[src/rtl/cmp_trip_cal.sv]
module cmp_trip_cal #(
  parameter int DAC_W = 12,
  parameter int CNT_W = 16
) (
  input  logic             clk,
  input  logic             rst_n,
  input  logic             start,
  input  logic             use_start_code,
  input  logic [DAC_W-1:0] start_code,
  input  logic             verify_en,
  input  logic [CNT_W-1:0] settle_cycles,
  input  logic [CNT_W-1:0] wait_cycles,
  input  logic             latch_q,
  output logic [DAC_W-1:0] dac_code,
  output logic             latch_clr,
  output logic             done,
  output logic             found,
  output logic             verify_err,
  output logic [DAC_W-1:0] trip_code
);

  localparam logic [DAC_W-1:0] CODE_MAX = '1;
  localparam logic [DAC_W-1:0] ONE      = DAC_W'(1);
  localparam logic [CNT_W-1:0] CNT_ONE  = CNT_W'(1);

  typedef enum logic [2:0] {S_IDLE, S_STEP, S_SETTLE, S_CLEAR, S_WAIT, S_TEST} state_t;

  state_t           state;
  logic [CNT_W-1:0] cnt;
  logic             checking;
  logic             busy;
  logic             cnt_last;

  assign busy      = (state != S_IDLE);
  assign cnt_last  = (cnt <= CNT_ONE);
  assign latch_clr = (state == S_CLEAR);

  always_ff @(posedge clk) begin
    if (!rst_n) begin
      state      <= S_IDLE;
      dac_code   <= CODE_MAX;
      cnt        <= '0;
      checking   <= 1'b0;
      done       <= 1'b0;
      found      <= 1'b0;
      verify_err <= 1'b0;
      trip_code  <= '0;
    end else begin
      case (state)
        S_IDLE: if (start) begin
          dac_code   <= use_start_code ? start_code : CODE_MAX;
          done       <= 1'b0;
          found      <= 1'b0;
          verify_err <= 1'b0;
          trip_code  <= '0;
          checking   <= 1'b0;
          state      <= S_STEP;
        end
        S_STEP: if (dac_code == '0) begin
          done  <= 1'b1;
          state <= S_IDLE;
        end else begin
          dac_code <= dac_code - ONE;
          cnt      <= settle_cycles;
          state    <= S_SETTLE;
        end
        S_SETTLE: if (cnt_last) state <= S_CLEAR;
                  else          cnt   <= cnt - CNT_ONE;
        S_CLEAR: begin
          cnt   <= wait_cycles;
          state <= S_WAIT;
        end
        S_WAIT: if (cnt_last) state <= S_TEST;
                else          cnt   <= cnt - CNT_ONE;
        S_TEST: if (checking) begin
          done       <= 1'b1;
          found      <= !latch_q;
          verify_err <= latch_q;
          state      <= S_IDLE;
        end else if (latch_q) begin
          trip_code <= dac_code;
          if (verify_en) begin
            checking <= 1'b1;
            dac_code <= dac_code + ONE;
            cnt      <= settle_cycles;
            state    <= S_SETTLE;
          end else begin
            found <= 1'b1;
            done  <= 1'b1;
            state <= S_IDLE;
          end
        end else begin
          state <= S_STEP;
        end
        default: state <= S_IDLE;
      endcase
    end
  end


  clr_one_cycle_chk: assert property (@(posedge clk) disable iff (!rst_n)
    latch_clr |=> !latch_clr);


  code_unit_step_chk: assert property (@(posedge clk) disable iff (!rst_n)
    busy |=> (dac_code == $past(dac_code) || dac_code == $past(dac_code) - ONE
              || dac_code == $past(dac_code) + ONE));


  verify_excl_chk: assert property (@(posedge clk) disable iff (!rst_n)
    verify_err |-> !found);


  result_hold_chk: assert property (@(posedge clk) disable iff (!rst_n)
    (done && !start) |=> (done && $stable(trip_code) && $stable(found)));


  done_source_chk: assert property (@(posedge clk) disable iff (!rst_n)
    $rose(done) |-> $past(state == S_TEST || state == S_STEP));

endmodule

[config.mk]
export PLATFORM = sky130hd
export DESIGN_NAME = cmp_trip_cal
export DESIGN_NICKNAME = d
export VERILOG_FILES = /design/src/rtl/cmp_trip_cal.sv
export SDC_FILE = /design/constraint.sdc
export NUM_CORES = 1
export LEC_CHECK = 0
export CAP_MARGIN = 20
export CORE_ASPECT_RATIO = 0.7
export CORE_MARGIN = 1.5
export CORE_UTILIZATION = 38
export CTS_CLUSTER_SIZE = 25
export DETAILED_ROUTE_END_ITERATION = 8
export GPL_ROUTABILITY_DRIVEN = 0
export SLEW_MARGIN = 20
export SYNTH_ARGS = -nofsm -noshare
export SYNTH_HDL_FRONTEND = slang
export SYNTH_SLANG_ARGS = --single-unit
[constraint.sdc]
create_clock -name clk -period 4.67 [get_ports clk]
set_input_delay 0.7005 -clock clk [delete_from_list [all_inputs] [get_ports clk]]
set_output_delay 0.7005 -clock clk [all_outputs]
set_load 0.1 [all_outputs]
==> results of run 1 <==
[sequential cells by signal (all words and copies together) (netlist names)]
| signal | flops |
|---|---|
| cnt | 16 |
| found | 1 |
| trip_code | 12 |
| dac_code | 12 |
| done | 1 |
| checking | 1 |
| verify_err | 1 |
| state | 3 |
[routing by layer]
layer | vias up | track usage (%)
met5 | - | 0
met4 | 0 | 4.25
met2 | 91 | 30.1
met3 | 8 | 3.81
met1 | 1558 | 30.9
li1 | 1656 | -
[cell usage in the layout, fill, tap and decap left out, types with 8 or more instances in the layout]
cell type,synthesis,layout
mux2i_1,15,15
a21oi_1,34,34
nor2_1,46,46
o21ai_1,11,11
nand3_1,12,12
ha_1,24,24
nor3_1,10,10
o22ai_1,13,13
clkdlybuf4s50_1,0,77
o21ai_0,21,21
inv_1,13,12
o211ai_1,9,9
dfxtp_1,47,47
xnor2_1,8,8
nand2_1,29,29
[path summary, 6_finish.rpt]
kind                    from     endpoint  slack [ps]  cells past startpoint
setup reg to reg    state[0]  dac_code[8]        1560                      9
hold reg to reg   verify_err   verify_err         480                      2
setup / recovery    state[1]    latch_clr        1090                      4
hold / removal    verify_err   verify_err         480                      2
[area by class of cell]
cell class,count,area [µm²],share of cell area (%)
Multi-Input combinational cell,332,2200,51.4
Sequential cell,47,941,22.0
Timing Repair Buffer,78,778,18.2
Tap cell,120,150,3.51
Clock buffer,7,143,3.33
Inverter,16,60.1,1.40
Clock inverter,1,8.76,0.204
[power breakdown]
group	internal (mW)	leakage [nW]	switching (mW)	total [mW]
logic	0.347	1.18	0.604	0.951
registers	0.463	0.384	0.102	0.565
clock network	0.215	0.0741	0.155	0.370
[metrics by stage]
| stage | worst slack (ps) | cells | hold slack (ps) | instance area (µm²) | power, mW |
|---|---|---|---|---|---|
| finish | 1090 | 601 | 484 | 4280 | 1.89 |
| global placement | 1450 | 593 | 461 | 4130 | 1.50 |
| floorplan | 2050 | 415 | 450 | 3310 | 1.28 |
| detailed placement | 1410 | 593 | 469 | 4130 | 1.51 |
| global route | 943 | 601 | 530 | 4280 | 2.02 |
| CTS | 1090 | 601 | 481 | 4280 | 1.89 |
[worst min-delay path: stages, from the launching register on]
cell and delay (ps):
dfxtp_1 320, nand3_1 60, a21oi_1 60
[cell families after synthesis]
family	count (synthesis)	synth area share, %
AO/OA/AOI/OAI	138	27.2
flip-flops	47	28.4
buffers and inverters	36	5.17
adder cells (fa/ha/maj)	25	9.66
multiplexers	15	4.53
XOR/XNOR	10	2.87
AND/OR/NAND/NOR	144	22.2
==> results.rst, run 1 <==
.. list-table::
   :header-rows: 1

   * - Metric
     - Value
   * - Result of the run
     - completed
   * - Total met3 wirelength after detailed routing
     - roughly 380 µm
   * - Most instantiated library cell after synthesis
     - dfxtp_1
   * - Worst path max stage delay
     - between 1000 and 1500 ps
   * - Top cells by area, synth
     - dfxtp_1 28%, ha_1 9.1%, nor2_1 5.2%
   * - WL final
     - about 9400 µm
   * - Antenna diode count
     - 0
   * - Total leakage power
     - roughly 1.6 nW
   * - Antenna violations before repair
     - 0
   * - Hold_buf cts
     - 0
   * - Half-perimeter wire length after placement
     - about 7000 µm
   * - Effective utilization at floorplan
     - ~39%
   * - Fill cell count
     - around 830
   * - Worst-case clock buffer depth
     - 2
   * - Final count of pins violating max slew
     - 0
   * - Die Area
     - ~9300 µm²
   * - Async set-reset flop share out of synthesis
     - 0%
   * - Count of flip-flops with a built-in enable after synthesis
     - 0
   * - Min cycle time layout
     - roughly 3600 ps
   * - Synthesized area
     - between 3000 and 4000 µm²
   * - Number of input and output port buffers inserted
     - between 70 and 80
   * - Finished Core Util
     - between 50% and 60%
   * - Placeable core area
     - 8440 µm²
   * - #FFs+latches synth
     - 47
   * - Initial DRT Pass Iterations
     - 5
   * - Share of Yosys cell area claimed by the top area cell type
     - 28.4%
   * - Per-cell via count in the routed design
     - 5.51
   * - Pin count of the biggest net entering global routing
     - 33
   * - Crit path arrival time
     - between 2000 and 3000 ps
   * - H-tree Lvls
     - 2
   * - Nets in the synthesized netlist
     - between 400 and 500
   * - Post-route clock skew
     - between 7 and 8 ps
   * - Wire length of the first global-routing pass
     - around 15000 µm
   * - Setup-violating endpoint count in the final report
     - 0
   * - Tot GR Track Use
     - about a fifth
   * - Power density normalized to cell area
     - 440 nW/µm²
   * - Antenna violation net count after detailed routing
     - 0
   * - Final setup TNS
     - 0 ps
   * - Endpoint kind of the worst setup timing path
     - primary output
   * - Clk Tree Root Cell
     - clkbuf_16
   * - Warning count from the yosys run
     - 0
   * - Kind of cell adding the most delay to the critical path
     - buffers and inverters
   * - Buf/Inv on CP
     - 2
   * - Core Rows
     - 28
   * - Die Span Y
     - 81.1 µm
   * - Insertion delay to the later sink of the worst-skew pair
     - between 200 and 300 ps
   * - Met2 WL
     - about 3900 µm
   * - Worst Hold Class
     - reg -> reg
   * - Leading post-synthesis cells by instance count
     - 47 x dfxtp_1, 46 x nor2_1, 34 x a21oi_1, 29 x nand2_1, 24 x ha_1
   * - Metal1 wirelength
     - a little over 5000 µm
   * - Total number of vias
     - 3313
   * - Fmax achieved
     - approximately 0.28 GHz
   * - Post-Syn Instances
     - 415
   * - Max-Cap Viols
     - 0
   * - Post-CTS setup-driven buffer insertion count
     - 0
   * - Number of distinct standard cells referenced by the synthesized netlist
     - 65
   * - Mapped Avg Cell Area
     - around 8 µm²
   * - TritonCTS clock tree
     - built
   * - Total congestion overflow after global routing
     - 0
   * - Total clock buffers created by CTS
     - 5
   * - Synth-to-Final Area Change
     - 29.2%
   * - Post-synth top flop
     - dfxtp_1
   * - Transition time at the pin with the least slew margin
     - 1030 ps
   * - RSZ-0062 raised after global routing
     - no
   * - Final clock period utilization by the worst path
     - 76.6%
   * - Worst Path Required
     - approximately 4000 ps
   * - Proportion of layout cells with a drive suffix above 1
     - 5.20%
   * - Worst-case vdd ir drop
     - about 0.21 mV
   * - Highest routed layer
     - met4
   * - Number of global-route vias before repair
     - just under 3000
   * - DRC viols
     - 0
   * - Clock transition at the register clock pins on the worst setup and hold paths after CTS
     - around 70 ps
   * - Final count of hold timing violations
     - 0
   * - Maximum fanout along the worst path
     - 14
   * - Kind of critical path
     - reg -> out
   * - Max-slew headroom at the worst pin
     - 30.7%
   * - Wire length per cell after detailed routing
     - around 16 µm
   * - Fraction of the yosys area taken by sequential cells
     - around 28%
   * - Synth area leader
     - dfxtp_1
   * - Number of resized instances in the post-cts repair step
     - 0
   * - Number of primary I/O pins
     - slightly below 80
   * - Violation count after the first detailed-route iteration
     - approximately 230
   * - Nets
     - around 560
   * - Slowest stage cell, crit path
     - clkdlybuf4s50_1
   * - Number of clock sinks
     - 47
   * - Critical Path, Cell by Cell
     - nor2b_1 > nand2_1 > inv_2 > clkdlybuf4s50_1
   * - Chip Width
     - ~110 µm
   * - Type of element launching the critical path
     - flip-flop
Note: power is estimated with default switching activity, not from simulation.
==> run 2: changes to the inputs <==
PLACE_DENSITY = 0.66   (was not set)
clock period = 3.01 ns   (was 4.67 ns; I/O delays follow)
==> run 2 against run 1 <==
  * Combinational power up 57%
  * Count of clock-buffer cells in the layout down 2
  * Final cell count up 1.2%
  * Clock power up 75%
  * Register-to-register slack worse by 1100 ps
  * Power up 58%
  * Hold slack worse by 1.5 ps
  * Critical path type is now reg -> reg
==> results.rst, run 2 (same netlist as run 1, synthesis figures left out) <==
.. list-table::
   :header-rows: 1

   * - Metric
     - Value
   * - H-tree Lvls
     - 2 (unchanged)
   * - Insertion delay to the later sink of the worst-skew pair
     - 290 ps (about the same)
   * - Tot GR Track Use
     - 19.8% (-0.72 points)
   * - Final setup TNS
     - 0 ps (unchanged)
   * - Clk Tree Root Cell
     - clkbuf_16
   * - Effective utilization at floorplan
     - 39.3% (unchanged)
   * - Per-cell via count in the routed design
     - 5.35 (-3.0%)
   * - Destination of the worst hold path
     - cnt[15]
   * - Clock transition at the register clock pins on the worst setup and hold paths after CTS
     - 70 ps (about the same)
   * - Type of element launching the critical path
     - flip-flop
   * - Min cycle time layout
     - 2530 ps
   * - WHS
     - 482 ps (-1.55 ps)
   * - Proportion of layout cells with a drive suffix above 1
     - 12.5% (+7.3 points)
   * - Startpoint of the most critical setup path
     - state[0]
   * - Core Rows
     - 28 (unchanged)
   * - Total congestion overflow after global routing
     - 0 (unchanged)
   * - Number of clock sinks
     - 47 (unchanged)
   * - Transition time at the pin with the least slew margin
     - 731 ps (-302 ps)
   * - TritonCTS clock tree
     - built
   * - Antenna violations before repair
     - 0 (unchanged)
   * - Endpoint of the worst register-to-register path
     - dac_code[8]
   * - Kind of critical path
     - reg -> reg
   * - Fmax achieved
     - 0.395 GHz
   * - Antenna violation net count after detailed routing
     - 0 (unchanged)
   * - Fill cell count
     - 835 (+0.72%)
   * - Pin count of the biggest net entering global routing
     - 33 (unchanged)
   * - RSZ-0062 raised after global routing
     - no
   * - Worst Hold Class
     - reg -> reg
   * - Setup-violating endpoint count in the final report
     - 0 (unchanged)
   * - Synth-to-Final Area Change
     - 29.3% (about the same)
   * - Slowest stage cell, crit path
     - fa_1
   * - Critical path depth
     - 9 (+5)
   * - Most common cell after layout, fill and taps aside
     - clkdlybuf4s50_1
   * - Endpoint kind of the worst setup timing path
     - flip-flop
   * - Placeable core area
     - 8440 µm² (unchanged)
   * - Reg2reg setup slack
     - 480 ps (-1080 ps)
   * - Critical Path, Cell by Cell
     - nor2b_4 > nand2_4 > fa_1 > a211oi_1 > o21ai_0 > a21oi_1 > mux2i_1 > nor2_1 > o311ai_0
   * - Final clock period utilization by the worst path
     - ~84%
   * - Worst path max stage delay
     - 460 ps (-710 ps)
   * - Kind of cell adding the most delay to the critical path
     - compound AO/OA/AOI/OAI gates
   * - Highest-count cells in the layout ignoring fill and taps
     - 49 x clkdlybuf4s50_1, 47 x dfxtp_1, 46 x nor2_1, 36 x buf_4, 34 x a21oi_1
   * - Violation count after the first detailed-route iteration
     - 232 (-0.43%)
   * - Antenna diode count
     - 0 (unchanged)
   * - Max FFs per register
     - 16 (unchanged)
   * - Source of the worst register-to-register timing path
     - state[0]
   * - Total clock buffers created by CTS
     - 5 (unchanged)
   * - Number of global-route vias before repair
     - 2867 (-3.5%)
   * - Worst min-delay path startpoint
     - cnt[15]
   * - Final count of pins violating max slew
     - 0 (unchanged)
   * - Worst-case vdd ir drop
     - 0.345 mV (+63%)
   * - Post-route clock skew
     - 8.03 ps (+0.0606 ps)
   * - Total leakage power
     - 1.72 nW (+4.8%)
   * - Max-slew headroom at the worst pin
     - 51.3% (+21 points)
   * - Total number of vias
     - 3250 (-1.9%)
   * - Cell count of the worst reg-to-reg path
     - 9 (unchanged)
   * - Biggest regs
     - cnt x16, dac_code x12, trip_code x12
   * - Max-Cap Viols
     - 0 (unchanged)
   * - Half-perimeter wire length after placement
     - 6910 µm (+0.15%)
   * - Die Area
     - 9300 µm² (unchanged)
   * - Initial DRT Pass Iterations
     - 5 (unchanged)
   * - WL final
     - 9170 µm (-2.4%)
   * - DRC viols
     - 0 (unchanged)
   * - Power density normalized to cell area
     - 697 nW/µm² (+58%)
   * - Number of resized instances in the post-cts repair step
     - 0 (unchanged)
   * - Crit path arrival time
     - 2710 ps (-170 ps)
   * - Die Span Y
     - 81.1 µm (unchanged)
   * - Final count of hold timing violations
     - 0 (unchanged)
   * - Hold_buf cts
     - 0 (unchanged)
   * - Number of primary I/O pins
     - 78 (unchanged)
   * - Worst Path Required
     - 3190 ps (-780 ps)
   * - Wire length of the first global-routing pass
     - 14600 µm (-2.6%)
   * - Result of the run
     - completed
   * - Maximum fanout along the worst path
     - 18 (+4)
   * - Number of input and output port buffers inserted
     - 77 (unchanged)
   * - Worst-case clock buffer depth
     - 2 (unchanged)
   * - Chip Width
     - 115 µm (unchanged)
   * - Nets
     - 562 (+1.3%)
   * - Buf/Inv on CP
     - 0 (-2)
   * - Overall Power
     - 2.99 mW (+58%)
   * - Cells on Worst Hold Path
     - 2 (unchanged)
   * - Largest reg by FF count
     - cnt
   * - Wire length per cell after detailed routing
     - 15.1 µm (-3.5%)
   * - Post-CTS setup-driven buffer insertion count
     - 0 (unchanged)
## run 2: cell types whose count changed in the layout (fill, tap and decap cells not counted)
cell             delta
bufinv_16           +1
buf_4              +35
clkinv_4            -1
clkbuf_8            -1
clkdlybuf4s50_1    -28
inv_1               +1
clkinvlp_4          +1
inv_6               +1
clkbuf_1            -1
clkinv_1            -1
## run 2: worst max path at each step
| stage | to |
|---|---|
| after floorplan | dac_code[8] |
| after global placement | dac_code[8] |
| after detailed placement | dac_code[8] |
| after CTS | dac_code[8] |
| after global routing | dac_code[8] |
| final | dac_code[8] |
## run 2: per-layer routing
| layer | GRT usage (%) | share of wire (%) | vias up |
|---|---|---|---|
| met2 | 29.6 | 43 | 98 |
| met1 | 30.5 | 51 | 1481 |
| met3 | 2.91 | 5.8 | 2 |
| li1 | - | - | 1669 |
| met5 | 0 | 0 | - |
| met4 | 2.63 | 0.32 | 0 |
## run 2: layout make-up
| class | count | area, µm² | area share (%) |
|---|---|---|---|
| timing repair buffer | 85 | 761 | 17.8 |
| clock inverter | 3 | 46.3 | 1.08 |
| inverter | 16 | 60.1 | 1.40 |
| multi-input combinational | 332 | 2200 | 51.4 |
| clock buffer | 5 | 125 | 2.92 |
| tap | 120 | 150 | 3.50 |
| sequential | 47 | 941 | 22.0 |
## run 2: power breakdown
part / internal (mW) / switching (mW) / total (mW) / leakage [nW]
clock network: 0.395 / 0.251 / 0.646 / 0.0804
registers: 0.718 / 0.136 / 0.853 / 0.384
logic: 0.539 / 0.948 / 1.49 / 1.25
## run 2: worst min-delay path: cells and delay by family, from the launching register on
kind,cells,cell delay [ps]
AOI/OAI and AO/OA,2,130
DFF,1,310
## run 2: through the flow
step | util [%] | instances | setup WS, ps | area (µm²)
floorplan | - | 415 | 389 | 3310
global route | 50.8 | 608 | 237 | 4290
global placement | 48.7 | 600 | 625 | 4110
finish | 50.8 | 608 | 480 | 4290
detailed placement | 48.7 | 600 | 504 | 4110
CTS | 50.8 | 608 | 474 | 4290
